## src/rtl/irqjam_pkg.sv

```systemverilog
package irqjam_pkg;

    typedef enum logic [1:0] {
        ST_FETCH = 2'd0,
        ST_EXEC  = 2'd1,
        ST_HALT  = 2'd2
    } fetch_state_e;

    // Single-byte vector call encoding: prefix | index | tag
    localparam int          VEC_IDX_LO = 3;
    localparam int          VEC_IDX_W  = 3;
    localparam int          VEC_TAG_W  = 3;
    localparam logic [2:0]  VEC_TAG    = 3'b101;

endpackage

```

## src/rtl/irqjam_pending.sv

```systemverilog
module irqjam_pending (
    input  logic clk,
    input  logic rst_n,
    input  logic req,
    input  logic ack,
    output logic pend
);

    logic pend_nx;

    // A request seen in the acknowledge cycle belongs to the request being served
    always_comb begin
        pend_nx = pend;
        if (ack) begin
            pend_nx = 1'b0;
        end else if (req) begin
            pend_nx = 1'b1;
        end
    end

    always_ff @(posedge clk) begin
        if (!rst_n) begin
            pend <= 1'b0;
        end else begin
            pend <= pend_nx;
        end
    end

endmodule

```

## src/rtl/irqjam_fsm.sv

```systemverilog
module irqjam_fsm
    import irqjam_pkg::*;
(
    input  logic         clk,
    input  logic         rst_n,
    input  logic         pend,
    input  logic         instr_done,
    input  logic         halt_cmd,
    output fetch_state_e state,
    output logic         fetch_now,
    output logic         jam_now
);

    fetch_state_e state_nx;

    always_comb begin
        state_nx = state;
        unique case (state)
            ST_FETCH: state_nx = ST_EXEC;
            ST_EXEC: begin
                if (instr_done) begin
                    state_nx = halt_cmd ? ST_HALT : ST_FETCH;
                end
            end
            ST_HALT: begin
                if (pend) begin
                    state_nx = ST_FETCH;
                end
            end
            default: state_nx = ST_FETCH;
        endcase
    end

    // State register
    always_ff @(posedge clk) begin
        if (!rst_n) begin
            state <= ST_FETCH;
        end else begin
            state <= state_nx;
        end
    end

    // Outputs
    always_comb begin
        fetch_now = 1'b0;
        jam_now   = 1'b0;
        unique case (state)
            ST_FETCH: begin
                fetch_now = 1'b1;
                jam_now   = pend;
            end
            ST_EXEC:  ;
            ST_HALT:  ;
            default:  ;
        endcase
    end

endmodule

```

## src/rtl/irqjam_opsel.sv

```systemverilog
module irqjam_opsel
    import irqjam_pkg::*;
#(
    parameter int DATA_W    = 8,
    parameter int ADDR_W    = 14,
    parameter int VEC_SHIFT = 3
) (
    input  logic              fetch_now,
    input  logic              jam_now,
    input  logic [DATA_W-1:0] mem_rdata,
    input  logic [DATA_W-1:0] dev_data,
    input  logic [ADDR_W-1:0] pc_in,
    output logic              mem_rd,
    output logic              op_valid,
    output logic [DATA_W-1:0] opcode,
    output logic              pc_inc,
    output logic              irq_ack,
    output logic              rst_hit,
    output logic [ADDR_W-1:0] rst_target,
    output logic [ADDR_W-1:0] ret_addr
);

    localparam int PFX_LO = VEC_IDX_LO + VEC_IDX_W;
    localparam int PFX_W  = DATA_W - PFX_LO;

    logic [VEC_IDX_W-1:0] vec_idx;
    logic                 is_vec;

    always_comb begin
        op_valid = fetch_now;
        irq_ack  = fetch_now & jam_now;
        mem_rd   = fetch_now & ~jam_now;
        pc_inc   = fetch_now & ~jam_now;
        opcode   = '0;
        if (fetch_now) begin
            opcode = jam_now ? dev_data : mem_rdata;
        end
    end

    assign vec_idx = opcode[VEC_IDX_LO +: VEC_IDX_W];
    assign is_vec  = (opcode[PFX_LO +: PFX_W] == '0)
                   && (opcode[VEC_TAG_W-1:0] == VEC_TAG);

    always_comb begin
        rst_hit    = fetch_now & is_vec;
        rst_target = '0;
        if (rst_hit) begin
            rst_target = ADDR_W'(vec_idx) << VEC_SHIFT;
        end
        ret_addr = pc_in + {{(ADDR_W-1){1'b0}}, pc_inc};
    end

endmodule

```

## src/rtl/irqjam_fetch.sv

```systemverilog
module irqjam_fetch
    import irqjam_pkg::*;
#(
    parameter int DATA_W    = 8,
    parameter int ADDR_W    = 14,
    parameter int VEC_SHIFT = 3
) (
    input  logic              clk,
    input  logic              rst_n,
    input  logic              irq_req,
    input  logic              instr_done,
    input  logic              halt_cmd,
    input  logic [ADDR_W-1:0] pc_in,
    input  logic [DATA_W-1:0] mem_rdata,
    input  logic [DATA_W-1:0] dev_data,
    output logic              mem_rd,
    output logic              op_valid,
    output logic [DATA_W-1:0] opcode,
    output logic              pc_inc,
    output logic              irq_ack,
    output logic              rst_hit,
    output logic [ADDR_W-1:0] rst_target,
    output logic [ADDR_W-1:0] ret_addr
);

    logic         pend;
    fetch_state_e state;
    logic         fetch_now;
    logic         jam_now;

    irqjam_pending u_pend (
        .clk   (clk),
        .rst_n (rst_n),
        .req   (irq_req),
        .ack   (irq_ack),
        .pend  (pend)
    );

    irqjam_fsm u_fsm (
        .clk        (clk),
        .rst_n      (rst_n),
        .pend       (pend),
        .instr_done (instr_done),
        .halt_cmd   (halt_cmd),
        .state      (state),
        .fetch_now  (fetch_now),
        .jam_now    (jam_now)
    );

    irqjam_opsel #(
        .DATA_W    (DATA_W),
        .ADDR_W    (ADDR_W),
        .VEC_SHIFT (VEC_SHIFT)
    ) u_opsel (
        .fetch_now  (fetch_now),
        .jam_now    (jam_now),
        .mem_rdata  (mem_rdata),
        .dev_data   (dev_data),
        .pc_in      (pc_in),
        .mem_rd     (mem_rd),
        .op_valid   (op_valid),
        .opcode     (opcode),
        .pc_inc     (pc_inc),
        .irq_ack    (irq_ack),
        .rst_hit    (rst_hit),
        .rst_target (rst_target),
        .ret_addr   (ret_addr)
    );

endmodule

```

## config.mk

```make
export PLATFORM = sky130hd
export DESIGN_NAME = irqjam_fetch
export DESIGN_NICKNAME = d
export VERILOG_FILES = /design/src/rtl/irqjam_pkg.sv /design/src/rtl/irqjam_pending.sv /design/src/rtl/irqjam_fsm.sv /design/src/rtl/irqjam_opsel.sv /design/src/rtl/irqjam_fetch.sv
export SDC_FILE = /design/constraint.sdc
export NUM_CORES = 1
export LEC_CHECK = 0
export ABC_CLOCK_PERIOD_IN_PS = 3910
export BUFFER_PORTS_ARGS = -buffer_cell sky130_fd_sc_hd__buf_2
export CAP_MARGIN = 20
export CORE_MARGIN = 2
export CORE_UTILIZATION = 37
export CTS_CLUSTER_DIAMETER = 200
export DETAILED_ROUTE_END_ITERATION = 8
export GPL_TIMING_DRIVEN = 1
export HOLD_SLACK_MARGIN = 0.03
export PLACE_DENSITY = 0.93
export SETUP_SLACK_MARGIN = 0.4
export SLEW_MARGIN = 20
export SYNTH_ARGS = -nofsm -noshare
export SYNTH_HDL_FRONTEND = slang
export SYNTH_HIERARCHICAL = 1
export SYNTH_SLANG_ARGS = --single-unit
```

## constraint.sdc

```tcl
create_clock -name clk -period 3.91 [get_ports clk]
set_clock_uncertainty 0.2 [all_clocks]
set_input_delay 0.5865 -clock clk [delete_from_list [all_inputs] [get_ports clk]]
set_output_delay 0.5865 -clock clk [all_outputs]
set_load 0.1 [all_outputs]
```

* Word level (Yosys, flattened, before mapping) *
Index checks and enable logic that the tools add are counted.

word-level totals
  register bits after elaboration = 3
  bits of input ports = 35
  output and inout port bits = 41
  word-level logic and storage cells = 27

cells by class
  add/subtract/negate cells = 1
  equality and inequality tests = 5
  mux-type cells = 9
  bitwise logic cells = 5
  reduce and logical (&&, ||, !) cells = 5

operator list
  cell                number
  $mux 8              2
  $add 14x1->14       1
  $mux 2              3
  $mux 6              1
  $pmux 2 s3          1
  $logic_not 2->1     2
  $ne 2x2->1 const B  2
  $and 1x1->1         3
  $eq 3x3->1 const B  1
  $eq 2x1->1 const B  1
  $eq 2x2->1 const B  1
  $mux 1              2
  $not 1->1           2
  $reduce_and 2->1    1
  $reduce_or 2->1     1
  $logic_and 1x1->1   1

* Logic depth before layout (Yosys ltp) *
  word-level depth = 8
  gate-level depth with buffers = 9
  mapped depth without buffers = 8

* By module *
The synthesis kept the hierarchy.

modules (own cells, without submodules)
  module          times used  cells each  area each (um2)  sequential area each (um2)
  irqjam_opsel    1           75          584.3            0.0
  irqjam_fsm      1           9           83.8             40.0
  irqjam_pending  1           3           36.3             20.0

* Worst setup path after synthesis *
OpenSTA, ideal clock, no wires.

  kind = register to output
  start = register u_fsm.state[1]
  end = output port rst_target[3]
  arrival time = 4,782 ps
  data required time = 3,124 ps
  path slack = -1,658 ps
  cell stages (with the launch flop) = 7
  path buffers = 1
  cells stage by stage = dfxtp_1 -> nor2_1 -> and2_1 -> buf_6 -> mux2i_1 -> nor2b_1 -> nor3b_1

between the ends
  elaborated cells on any way between the ends = 10
  classes of those cells = 1 x eq/ne; 5 x mux; 1 x bitwise; 3 x reduce/logical

RTL lines
  element                 RTL line            text
  start, declared         irqjam_fsm.sv:9     output fetch_state_e state,
  start signal, assigned  irqjam_fsm.sv:39    state <= state_nx;
  $logic_not 2->1         irqjam_fsm.sv:47    unique case (state)
  $mux 1                  irqjam_fsm.sv:47
  named net fetch_now     irqjam_fetch.sv:28  logic fetch_now;
  $mux 8                  irqjam_opsel.sv:35  if (fetch_now) begin
  named net opcode[3]     irqjam_fetch.sv:18  output logic [DATA_W-1:0] opcode,
  $mux 6                  irqjam_opsel.sv:47  if (rst_hit) begin
  end, declared           irqjam_fetch.sv:22  output logic [ADDR_W-1:0] rst_target,

The timed path passes the listed nets, and every way through them passes these cells.

* Worst setup path after layout *
  start = register u_fsm.state[1]
  end = output port ret_addr[9]

between the ends
  cells in the longest elaborated chain, start to end = 5
  elaborated cells on any way between the ends = 6
  classes of those cells = 1 x add/sub; 2 x mux; 2 x bitwise; 1 x reduce/logical

RTL lines
  element            RTL line            text
  $logic_not 2->1    irqjam_fsm.sv:47
  $mux 1             irqjam_fsm.sv:47
  named net jam_now  irqjam_fetch.sv:29  logic jam_now;
  $not 1->1          irqjam_opsel.sv:33  pc_inc = fetch_now & ~jam_now;
  $and 1x1->1        irqjam_opsel.sv:33
  $add 14x1->14      irqjam_opsel.sv:50  ret_addr = pc_in + {{(ADDR_W-1){1'b0}}, pc_inc};
  end, declared      irqjam_fetch.sv:23  output logic [ADDR_W-1:0] ret_addr

The timed path passes the listed nets, and every way through them passes these cells.

==> out/metrics.json <==
{
  "status": "finished, final reports clean",
  "postSynthCellCount": 87,
  "cts_inserted_buffers": 3,
  "hold_buffers": 0,
  "worst_ep_required_time_ps": 3120,
  "critPathTopFamily": "simple AND/OR/NAND/NOR gates",
  "place_hpwl_um": 1814,
  "routed_wirelength_um": 2022,
  "grt_first_pass_wirelength_um": 2960,
  "synth-seq-cells": 3,
  "clk_transition_reported_paths_ps": 40,
  "antenna_cells_inserted": 0,
  "post_cts_repair_setup_buffers": 0,
  "synth_area_per_cell_sq_um": 8.097,
  "crit_arrival_ps": 2420,
  "post_dp_cell_area_sq_mm": 0.001284,
  "clock_tree_from_tritoncts": "built",
  "worstSkewPairLatency_ps": 240,
  "grt.total_usage_pct": 18.20,
  "std_cell_rows": 15,
  "initial_antenna_violation_count": 0,
  "power_leakage_nw": 0.6467,
  "fin_nets": 190,
  "power_per_cell_area_mw_per_mm2": 338.6,
  "htreeDepth": 1,
  "final_period_minus_worst_setup_slack_ps": 3204,
  "synth.lib_cells_used.distinct": 30,
  "overflow_left_after_global_routing": 0,
  "critical-path-max-stage-delay_ps": 480,
  "post-synth-top-area-fraction_pct": 13.85,
  "cp_max_fo": 12,
  "clk_path_buf_depth": 2,
  "pin_count_of_the_biggest_net_entering_global_routing": 13,
  "p_int_w": 0.0001383,
  "die_height_um": 47.64,
  "seq_power_share_pct": 8.1,
  "final_cell_area_sq_mm": 0.001310,
  "clk_root_buffer_cell": "sky130_fd_sc_hd__clkbuf_4",
  "finalSetupViolations": 0,
  "summed_instance_area_of_the_synthesized_netlist_sq_um": 704.4,
  "maxSlewViolCount": 0,
  "edff_count_synth": 0,
  "synth.area.top_cells": "sky130_fd_sc_hd__buf_4 14%, sky130_fd_sc_hd__mux2i_1 11%, sky130_fd_sc_hd__dfxtp_1 8.5%",
  "netSwitchingPower_w": 0.0003053,
  "synth_top_flop_cell": "sky130_fd_sc_hd__dfxtp_1",
  "seq_area_frac_synth_pct": 8.526,
  "fill_cells": 141,
  "design.die.area_sq_mm": 0.002269,
  "top_level_ports": 76,
  "drt_iter0_drc": 10,
  "postSynth.asyncResetShare_pct": 0,
  "chipWidth_um": 47.64,
  "final_antenna_net_count": 0,
  "final_layout_size_suffix_gt1_share_pct": 64.47,
  "synth_top_cells_by_count": "13 x sky130_fd_sc_hd__buf_4, 8 x sky130_fd_sc_hd__mux2i_1, 8 x sky130_fd_sc_hd__nor2b_1",
  "worstHoldPathType": "reg2reg",
  "port_buffers": 64,
  "cap_violations": 0,
  "drt_via_density": 4.718,
  "synthesis.yosys.warnings": 6,
  "placeableCoreArea_sq_mm": 0.001764,
  "irDropWorstVdd_v": 0.0004014,
  "drcViolationCount": 0,
  "routability_congestion": 0.7038,
  "timing.slew.headroom_pct": 45.72,
  "finalSetupTns_ps": 0,
  "cp_num_buf_inv": 1,
  "cp_slowest_cell": "sky130_fd_sc_hd__nor3_1",
  "dr_total_vias": 835,
  "post_cts.resized_instances": 0,
  "starting_density_pct": 39.93,
  "clock.fmax_mhz": 312.1,
  "power.combinational.fraction_pct": 79.0,
  "crit_path_kind": "reg2out",
  "timing.critical_path.cells": "nor2_4, and2_1, nor2b_4, ha_4, nand3_4, nor3_1, xor2_4, buf_2",
  "unrepaired_setup_endpoints_after_global_routing": "false",
  "power.share.clock_pct": 13.0,
  "sw_frac_of_total_pct": 68.83,
  "hold_viol": 0,
  "min_period_over_period_pct": 81.95,
  "timing_worst_slew_pin_value_ps": 791.6,
  "synth_area_leader_cell": "sky130_fd_sc_hd__buf_4",
  "cts_num_sinks": 3,
  "cp-start-kind": "flip-flop",
  "wl_per_cell_um": 11.42,
  "grt_pass1_vias": 767,
  "yosys.cell_count.top_type": "sky130_fd_sc_hd__buf_4",
  "dr.pass1.iters": 4,
  "signed_area_change_from_the_synthesized_netlist_to_the_final_layout_pct": 85.97,
  "setup_crit_end_kind": "primary output"
}
routing by layer:
metal	global-route usage, %	wire, um	vias up
met5	0	0	-
met4	4.865	11	0
met3	4.528	265	2
met2	35.41	1042	56
met1	19.23	702	370
li1	-	-	407
stage by stage:
| stage | utilization (%) | hold slack (ps) | std cells | power [W] | setup slack, ps |
|---|---|---|---|---|---|
| 6_report | 74.26 | 263.6 | 177 | 0.0004436 | 705.7 |
| 5_1_grt | 74.26 | 282.7 | 177 | 0.0004595 | 577.6 |
| 4_1_cts | 74.26 | 265.6 | 177 | 0.0004465 | 678.1 |
| 3_5_place_dp | 72.77 | 252.3 | 173 | 0.0003877 | 937.6 |
| 3_3_place_gp | 72.77 | 234.9 | 173 | 0.0003834 | 1014 |
| 2_1_floorplan | - | 225.8 | 97 | 0.0003485 | 358.1 |
sequential cells by signal, summed over array words and instances (netlist names):
name         cells
u_pend/pend      1
u_fsm/state      2
power groups by stage:
stage               combinational, W  sequential, W   clock, W
global placement            0.000348      0.0000359          0
global route                0.000363      0.0000361  0.0000603
finish                      0.000350      0.0000358  0.0000575
floorplan                   0.000313      0.0000356          0
CTS                         0.000352      0.0000358  0.0000587
detailed placement          0.000352      0.0000362          0
placed cells by master, fill, tap and decap left out, types with 2 or more instances in the layout:
cell / count
sky130_fd_sc_hd__and2_1: 2
sky130_fd_sc_hd__and3_1: 2
sky130_fd_sc_hd__buf_2: 64
sky130_fd_sc_hd__clkbuf_4: 3
sky130_fd_sc_hd__conb_1: 11
sky130_fd_sc_hd__dfxtp_2: 2
sky130_fd_sc_hd__ha_4: 2
sky130_fd_sc_hd__inv_1: 2
sky130_fd_sc_hd__mux2i_1: 8
sky130_fd_sc_hd__nand2_1: 3
sky130_fd_sc_hd__nand3_1: 4
sky130_fd_sc_hd__nand4_1: 2
sky130_fd_sc_hd__nor2_1: 4
sky130_fd_sc_hd__nor2b_1: 4
sky130_fd_sc_hd__nor2b_2: 3
sky130_fd_sc_hd__nor3_1: 2
sky130_fd_sc_hd__nor3b_4: 3
sky130_fd_sc_hd__nor4b_1: 2
sky130_fd_sc_hd__xnor2_4: 5
sky130_fd_sc_hd__xor2_4: 5
area by class of cell:
class	instances	area, sq um	share of cell area, %
inverters	2	7.507	0.5731
well taps	25	31.28	2.388
multi-input cells	78	854.6	65.23
repair buffers	65	327.8	25.02
flip-flops and latches	3	62.56	4.776
clock buffers	4	26.28	2.006
logic make-up (layout without fill, tap and decap cells):
| group | Yosys count | count (layout) | share of synthesized area [%] |
|---|---|---|---|
| xor gates and xnor gates | 12 | 12 | 14.92 |
| buffers and inverters | 16 | 71 | 16.52 |
| adders and majority gates | 2 | 2 | 3.552 |
| muxes | 9 | 9 | 12.97 |
| other | 1 | 11 | 0.5323 |
| AOI/OAI and AO/OA | 2 | 2 | 1.776 |
| and+or+nand+nor | 42 | 42 | 41.21 |
| DFF | 3 | 3 | 8.526 |
path summary, 6_finish.rpt:
path	start	endpoint	slack, ps	depth (start not counted)
max	u_fsm/state[1]	ret_addr[9]	710	8
min	u_fsm/state[1]	u_fsm/state[0]	260	1
max reg2reg	u_fsm/state[1]	u_pend/pend	2350	5
min reg2reg	u_fsm/state[1]	u_fsm/state[0]	260	1
Power figures use the tool's default switching activity.
